**src/rtl/xlat_pkg.sv**
```systemverilog
package xlat_pkg;

   // index of lowest set bit among the first n bits, 0 when none
   function automatic int lowest_one(input logic [15:0] v, input int n);
      int r;
      r = 0;
      for (int i = n - 1; i >= 0; i--) begin
         if (v[i]) r = i;
      end
      return r;
   endfunction

   function automatic bit is_pow2(input int n);
      return (n > 0) && ((n & (n - 1)) == 0);
   endfunction

endpackage

```
**src/rtl/xlat_store.sv**
```systemverilog
module xlat_store #(
   parameter int SETS  = 4,
   parameter int WAYS  = 4,
   parameter int TAG_W = 6,
   parameter int PPN_W = 6,
   localparam int SET_W = $clog2(SETS),
   localparam int WAY_W = $clog2(WAYS)
) (
   input  logic                                    clk,
   input  logic                                    rst_n,
   input  logic                                    clr,
   input  logic                                    wr_en,
   input  logic [SET_W-1:0]                        wr_set,
   input  logic [WAY_W-1:0]                        wr_way,
   input  logic [TAG_W-1:0]                        wr_tag,
   input  logic [PPN_W-1:0]                        wr_ppn,
   output logic [SETS-1:0][WAYS-1:0]               vld_q,
   output logic [SETS-1:0][WAYS-1:0][TAG_W-1:0]    tag_q,
   output logic [SETS-1:0][WAYS-1:0][PPN_W-1:0]    ppn_q
);

   for (genvar s = 0; s < SETS; s++) begin : g_set
      for (genvar w = 0; w < WAYS; w++) begin : g_way
         logic sel;
         assign sel = wr_en && (wr_set == SET_W'(s)) && (wr_way == WAY_W'(w));

         always_ff @(posedge clk) begin
            if (!rst_n || clr) begin
               vld_q[s][w] <= 1'b0;
            end else if (sel) begin
               vld_q[s][w] <= 1'b1;
            end
         end

         always_ff @(posedge clk) begin
            if (!rst_n) begin
               tag_q[s][w] <= '0;
               ppn_q[s][w] <= '0;
            end else if (sel && !clr) begin
               tag_q[s][w] <= wr_tag;
               ppn_q[s][w] <= wr_ppn;
            end
         end
      end
   end

   // flush empties the whole array by the next cycle
   a_r9_flush_empties: assert property (@(posedge clk) disable iff (!rst_n)
      clr |=> (vld_q == '0));

   // a written way is valid afterwards
   a_r6_write_sets_valid: assert property (@(posedge clk) disable iff (!rst_n)
      (wr_en && !clr) |=> vld_q[$past(wr_set)][$past(wr_way)]);

endmodule

```
**src/rtl/xlat_match.sv**
```systemverilog
module xlat_match #(
   parameter int WAYS  = 4,
   parameter int TAG_W = 6,
   parameter int PPN_W = 6,
   localparam int WAY_W = $clog2(WAYS)
) (
   input  logic                        clk,
   input  logic                        rst_n,
   input  logic [WAYS-1:0]             vld,
   input  logic [WAYS-1:0][TAG_W-1:0]  tags,
   input  logic [WAYS-1:0][PPN_W-1:0]  ppns,
   input  logic [TAG_W-1:0]            key,
   output logic                        hit,
   output logic [WAY_W-1:0]            hit_way,
   output logic [PPN_W-1:0]            hit_ppn
);
   import xlat_pkg::*;

   logic [WAYS-1:0] eq;

   for (genvar w = 0; w < WAYS; w++) begin : g_cmp
      assign eq[w] = vld[w] && (tags[w] == key);
   end

   logic [15:0] eq_ext;
   assign eq_ext = 16'(eq);

   always_comb begin
      hit     = |eq;
      hit_way = WAY_W'(lowest_one(eq_ext, WAYS));
      hit_ppn = ppns[hit_way];
   end

   // no two ways of a set may carry the same valid tag
   a_r11_single_match: assert property (@(posedge clk) disable iff (!rst_n)
      $onehot0(eq));

endmodule

```
**src/rtl/xlat_victim.sv**
```systemverilog
module xlat_victim #(
   parameter int SETS = 4,
   parameter int WAYS = 4,
   localparam int SET_W = $clog2(SETS),
   localparam int WAY_W = $clog2(WAYS)
) (
   input  logic              clk,
   input  logic              rst_n,
   input  logic              clr,
   input  logic              commit,
   input  logic [SET_W-1:0]  set_sel,
   input  logic [WAYS-1:0]   set_vld,
   input  logic              tag_hit,
   input  logic [WAY_W-1:0]  tag_way,
   output logic [WAY_W-1:0]  victim
);
   import xlat_pkg::*;

   logic [SETS-1:0][WAY_W-1:0] rr_q;
   logic                       full;
   logic [15:0]                free_ext;

   assign full     = &set_vld;
   assign free_ext = 16'(~set_vld);

   always_comb begin
      if (tag_hit)   victim = tag_way;
      else if (!full) victim = WAY_W'(lowest_one(free_ext, WAYS));
      else           victim = rr_q[set_sel];
   end

   for (genvar s = 0; s < SETS; s++) begin : g_rr
      always_ff @(posedge clk) begin
         if (!rst_n || clr) begin
            rr_q[s] <= '0;
         end else if (commit && !tag_hit && full && (set_sel == SET_W'(s))) begin
            rr_q[s] <= rr_q[s] + 1'b1;
         end
      end
   end

   // a full set with no tag match takes the pointer's way
   a_r7_rr_victim: assert property (@(posedge clk) disable iff (!rst_n)
      (commit && !tag_hit && full) |-> (victim == rr_q[set_sel]));

   // a set with a free way never evicts a valid entry
   a_r6_free_first: assert property (@(posedge clk) disable iff (!rst_n)
      (commit && !tag_hit && !full) |-> !set_vld[victim]);

endmodule

```
**src/rtl/xlat_cache.sv**
```systemverilog
module xlat_cache #(
   parameter int VA_W      = 14,
   parameter int PA_W      = 12,
   parameter int PAGE_BITS = 6,
   parameter int SETS      = 4,
   parameter int WAYS      = 4,
   localparam int VPN_W = VA_W - PAGE_BITS,
   localparam int PPN_W = PA_W - PAGE_BITS,
   localparam int SET_W = $clog2(SETS),
   localparam int WAY_W = $clog2(WAYS),
   localparam int TAG_W = VPN_W - SET_W
) (
   input  logic             clk,
   input  logic             rst_n,
   input  logic             lk_valid,
   input  logic [VA_W-1:0]  lk_vaddr,
   input  logic             fill_valid,
   input  logic [VPN_W-1:0] fill_vpn,
   input  logic [PPN_W-1:0] fill_ppn,
   input  logic             flush,
   output logic             rsp_valid,
   output logic             rsp_hit,
   output logic [PA_W-1:0]  rsp_paddr,
   output logic [VPN_W-1:0] rsp_vpn
);
   import xlat_pkg::*;

   // elaboration-time parameter checks
   if (!is_pow2(SETS) || SETS < 2) begin : g_bad_sets
      $error("SETS must be a power of two, at least 2");
   end
   if (!is_pow2(WAYS) || WAYS < 2 || WAYS > 16) begin : g_bad_ways
      $error("WAYS must be a power of two between 2 and 16");
   end
   if (PA_W <= PAGE_BITS || VA_W <= PAGE_BITS + SET_W) begin : g_bad_widths
      $error("address widths too small for page and set fields");
   end

   // field split
   logic [PAGE_BITS-1:0] lk_off;
   logic [VPN_W-1:0]     lk_vpn;
   logic [SET_W-1:0]     lk_set, fl_set;
   logic [TAG_W-1:0]     lk_tag, fl_tag;

   assign lk_off = lk_vaddr[PAGE_BITS-1:0];
   assign lk_vpn = lk_vaddr[VA_W-1:PAGE_BITS];
   assign lk_set = lk_vpn[SET_W-1:0];
   assign lk_tag = lk_vpn[VPN_W-1:SET_W];
   assign fl_set = fill_vpn[SET_W-1:0];
   assign fl_tag = fill_vpn[VPN_W-1:SET_W];

   logic [SETS-1:0][WAYS-1:0]             vld_q;
   logic [SETS-1:0][WAYS-1:0][TAG_W-1:0]  tag_q;
   logic [SETS-1:0][WAYS-1:0][PPN_W-1:0]  ppn_q;

   logic             wr_en;
   logic [WAY_W-1:0] wr_way;

   assign wr_en = fill_valid && !flush;

   xlat_store #(.SETS(SETS), .WAYS(WAYS), .TAG_W(TAG_W), .PPN_W(PPN_W)) u_store (
      .clk    (clk),
      .rst_n  (rst_n),
      .clr    (flush),
      .wr_en  (wr_en),
      .wr_set (fl_set),
      .wr_way (wr_way),
      .wr_tag (fl_tag),
      .wr_ppn (fill_ppn),
      .vld_q  (vld_q),
      .tag_q  (tag_q),
      .ppn_q  (ppn_q)
   );

   // lookup path
   logic             lk_hit;
   logic [WAY_W-1:0] lk_way;
   logic [PPN_W-1:0] lk_ppn;

   xlat_match #(.WAYS(WAYS), .TAG_W(TAG_W), .PPN_W(PPN_W)) u_lk_match (
      .clk     (clk),
      .rst_n   (rst_n),
      .vld     (vld_q[lk_set]),
      .tags    (tag_q[lk_set]),
      .ppns    (ppn_q[lk_set]),
      .key     (lk_tag),
      .hit     (lk_hit),
      .hit_way (lk_way),
      .hit_ppn (lk_ppn)
   );

   // fill path: search the target set for an existing copy of the tag
   logic             fl_hit;
   logic [WAY_W-1:0] fl_way;
   logic [PPN_W-1:0] fl_ppn_old;

   xlat_match #(.WAYS(WAYS), .TAG_W(TAG_W), .PPN_W(PPN_W)) u_fl_match (
      .clk     (clk),
      .rst_n   (rst_n),
      .vld     (vld_q[fl_set]),
      .tags    (tag_q[fl_set]),
      .ppns    (ppn_q[fl_set]),
      .key     (fl_tag),
      .hit     (fl_hit),
      .hit_way (fl_way),
      .hit_ppn (fl_ppn_old)
   );

   xlat_victim #(.SETS(SETS), .WAYS(WAYS)) u_victim (
      .clk     (clk),
      .rst_n   (rst_n),
      .clr     (flush),
      .commit  (wr_en),
      .set_sel (fl_set),
      .set_vld (vld_q[fl_set]),
      .tag_hit (fl_hit),
      .tag_way (fl_way),
      .victim  (wr_way)
   );

   // registered response
   always_ff @(posedge clk) begin
      if (!rst_n) begin
         rsp_valid <= 1'b0;
         rsp_hit   <= 1'b0;
         rsp_paddr <= '0;
         rsp_vpn   <= '0;
      end else begin
         rsp_valid <= lk_valid;
         rsp_hit   <= lk_valid && lk_hit;
         if (lk_valid) begin
            rsp_vpn   <= lk_vpn;
            rsp_paddr <= lk_hit ? {lk_ppn, lk_off} : '0;
         end
      end
   end

   // one response per request, one cycle later
   a_r3_rsp_timing: assert property (@(posedge clk) disable iff (!rst_n)
      lk_valid |=> rsp_valid);
   a_r3_no_spurious: assert property (@(posedge clk) disable iff (!rst_n)
      !lk_valid |=> !rsp_valid);

   // the offset passes through untouched on a hit
   a_r4_offset_kept: assert property (@(posedge clk) disable iff (!rst_n)
      (lk_valid && lk_hit) |=> (rsp_paddr[PAGE_BITS-1:0] == $past(lk_off)));

   // a miss reports the request's page number
   a_r5_miss_vpn: assert property (@(posedge clk) disable iff (!rst_n)
      lk_valid |=> (rsp_vpn == $past(lk_vpn)));

   // an in-place rewrite keeps the set's occupancy
   a_r8_inplace: assert property (@(posedge clk) disable iff (!rst_n)
      (wr_en && fl_hit) |=> $stable(vld_q));

endmodule

```
**config.mk**
```make
export PLATFORM = sky130hd
export DESIGN_NAME = xlat_cache
export DESIGN_NICKNAME = d
export VERILOG_FILES = /design/src/rtl/xlat_pkg.sv /design/src/rtl/xlat_store.sv /design/src/rtl/xlat_match.sv /design/src/rtl/xlat_victim.sv /design/src/rtl/xlat_cache.sv
export SDC_FILE = /design/constraint.sdc
export NUM_CORES = 1
export LEC_CHECK = 0
export ABC_CLOCK_PERIOD_IN_PS = 10220
export BUFFER_PORTS_ARGS = -buffer_cell sky130_fd_sc_hd__buf_2
export CAP_MARGIN = 5
export CORE_MARGIN = 8
export CORE_UTILIZATION = 67
export CTS_BUF_LIST = sky130_fd_sc_hd__clkbuf_4 sky130_fd_sc_hd__clkbuf_8 sky130_fd_sc_hd__clkbuf_16
export DETAILED_ROUTE_END_ITERATION = 16
export GPL_TIMING_DRIVEN = 1
export PLACE_DENSITY_LB_ADDON = 0.3
export SLEW_MARGIN = 25
export SYNTH_ARGS = -nofsm -noshare
export SYNTH_HDL_FRONTEND = slang
export SYNTH_HIERARCHICAL = 1
export SYNTH_SLANG_ARGS = --single-unit
export TNS_END_PERCENT = 50
```
**constraint.sdc**
```tcl
create_clock -name clk -period 10.22 [get_ports clk]
set_clock_uncertainty 0.15 [all_clocks]
set_input_delay 2.044 -clock clk [delete_from_list [all_inputs] [get_ports clk]]
set_output_delay 2.044 -clock clk [all_outputs]
set_load 0.05 [all_outputs]
```
==> flow_summary.json <==
{
  "status": "complete, no violations",
  "post_route_cells_drive_above_1_share_pct": 17.9,
  "end_kind": "flop",
  "grt_pass1_vias": 8079,
  "path_class": "in -> reg",
  "drt.antenna.violating_nets": 0,
  "grt_antenna_before_repair": 0,
  "required_ns": 10.50,
  "maxSlewViolCount": 0,
  "leakage_nw": 5.20,
  "min_from": "u_store/ppn_q[70]",
  "synth.net_count": 1099,
  "cts_hold_repair.buffers": 0,
  "cells_on_worst_hold_path": 2,
  "r2r_setup_slack_ns": 5.95,
  "tritoncts": "done",
  "post_layout_nonfiller_instances": 1306,
  "num_rows": 48,
  "root_buffer": "clkbuf_16",
  "powerDensity_nw_per_um2": 158,
  "clock_sink_count": 238,
  "floorplan.die.width_um": 148,
  "maximum_number_of_pins_on_one_net_before_global_route_repair": 100,
  "route.detailed.drc": 0,
  "rsz0062_at_grt": "no",
  "drt_pass1_iterations": 5,
  "num-nets-final": 1096,
  "crit_chain": "buf_2, buf_4, mux4_2, xnor2_1, nand4_1, nor4_1, nor2_1, nand3_1, nor2b_1, a221o_1, and4bb_4, and3_1, mux2i_1",
  "finalCritPeriodShare_pct": 61.2,
  "place.detailed.hpwl_um": 16900,
  "fin_total_pwr_mw": 2.00,
  "cts-buffers-inserted": 24,
  "vias": 8254,
  "min_delay_worst_endpoint": "u_store/ppn_q[70]",
  "filler_cell_count": 1123,
  "via_density_per_instance": 6.32,
  "cts-htree-levels": 1,
  "stdcell_area_um2": 12600,
  "clock_path_buffers": 3,
  "finalWorstPathRequiredPeriod_ns": 6.25,
  "grt.total_usage_pct": 24.3,
  "weighted_congestion_at_the_end_of_routability_driven_global_placement": 0.831,
  "p_r_area_growth_vs_syn_pct": 7.52,
  "chipHeight_um": 148,
  "antenna-diode-count": 0,
  "timing.critical_path.arrival_ns": 6.53,
  "setup_viol": 0,
  "timing.hold.worst.class": "reg -> reg",
  "grt.overflow.total": 0,
  "netlist_instances": 1066,
  "grt_first_pass_wirelength_um": 43200,
  "critical_path_peak_fanout": 46,
  "initial_utilization_pct": 68.2,
  "relSlewSlack_pct": 32.9,
  "max_slew.worst_pin.slew_ns": 1.01,
  "synth_area_per_cell_um2": 11.0,
  "crit_path_start_kind": "input port",
  "report.final.hold_viol_count": 0,
  "crit_slowest_cell": "and3_1",
  "maxClockFrequency_mhz": 160,
  "routed_wirelength_normalized_by_instance_count_um": 20.7,
  "vdd_ir_drop_max_mv": 0.139,
  "synth_area_um2": 11800,
  "core_area_um2": 17200,
  "r2r-start": "u_store/tag_q[74]",
  "post_cts.resized_instances": 0,
  "placedInstanceArea_um2": 11800,
  "dpl.cell_count": 1262,
  "die_area_um2": 22000,
  "totalNegativeSetupSlack_ns": 0,
  "boundaryPins": 55,
  "syn_warnings": 6,
  "timing.critical_path.slowest_cell_delay_ns": 0.76,
  "placement.io_buffers": 54,
  "reg2reg_depth": 10,
  "insertion_delay_ns": 0.52,
  "post-cts-setup-buffer-count": 0,
  "max_cap_viol_count": 0,
  "timing.hold.ws_ns": 0.304,
  "initialDrtViolationCount": 632,
  "wirelength_um": 27000,
  "regToRegEndpoint": "u_store/ppn_q[84]",
  "clkSlewWorstSetupHoldPaths_ns": 0.06
}
routing by layer:
metal	up-vias	global-route usage, %	routed length [um]
li1	3771	-	-
met1	4141	33.7	11700
met2	308	39.1	12900
met3	34	4.07	1990
met4	0	5.51	405
met5	-	0	0
worst max-delay path by stage:
stage / cells after the start / slack (ns) / startpoint / to
global route: 13 / 3.69 / fill_vpn[0] / u_store/ppn_q[77]
CTS: 13 / 4.03 / fill_vpn[0] / u_store/tag_q[88]
global placement: 13 / 3.64 / fill_vpn[0] / u_store/ppn_q[86]
floorplan: 14 / 4.79 / fill_vpn[0] / u_store/ppn_q[72]
detailed placement: 13 / 3.53 / fill_vpn[0] / u_store/tag_q[86]
finish: 13 / 3.97 / fill_vpn[0] / u_store/ppn_q[84]
critical path: cells and delay by family:
family / cells / cell delay (ns)
AND/OR/NAND/NOR: 7 / 2.29
multiplexers: 2 / 0.88
buffers and inverters: 2 / 0.63
AO/OA/AOI/OAI: 1 / 0.49
XOR/XNOR: 1 / 0.16
report_power, final:
group	switching (mW)	internal, mW	total, mW
Sequential	0.00262	0.932	0.935
Combinational	0.0777	0.0376	0.115
Clock	0.360	0.588	0.948
flip-flops by register name (all words and copies together), names as in the netlist:
name           count
u_store/ppn_q     96
rsp_hit            1
rsp_paddr         12
u_store/tag_q     96
rsp_valid          1
u_store/vld_q     16
u_victim/rr_q      8
rsp_vpn            8
final cells by class:
class                   instances  area [um2]  area share, %
multi-input cells             730        6340           50.2
flip-flops and latches        238        4760           37.7
clock buffers                  34         713           5.64
repair buffers                 64         354           2.80
well taps                     225         282           2.23
clock inverters                10         161           1.28
inverters                       5        18.8          0.149
metrics by stage:
step | utilization [%] | setup WS [ns]
detailed placement | 68.2 | 3.53
floorplan | - | 4.79
global placement | 68.2 | 3.64
global route | 73.3 | 3.69
finish | 73.3 | 3.97
CTS | 73.3 | 4.03
placed cells by master (no fill, tap or decap), drive strengths merged, types with 21 or more instances in the layout:
master	instances
dfxtp	238
mux2i	218
nand2	217
mux4	82
buf	64
clkbuf	34
xnor2	24
nor2	24
xor2	24
a21oi	21
No activity file was read; power rests on OpenSTA's default activity.
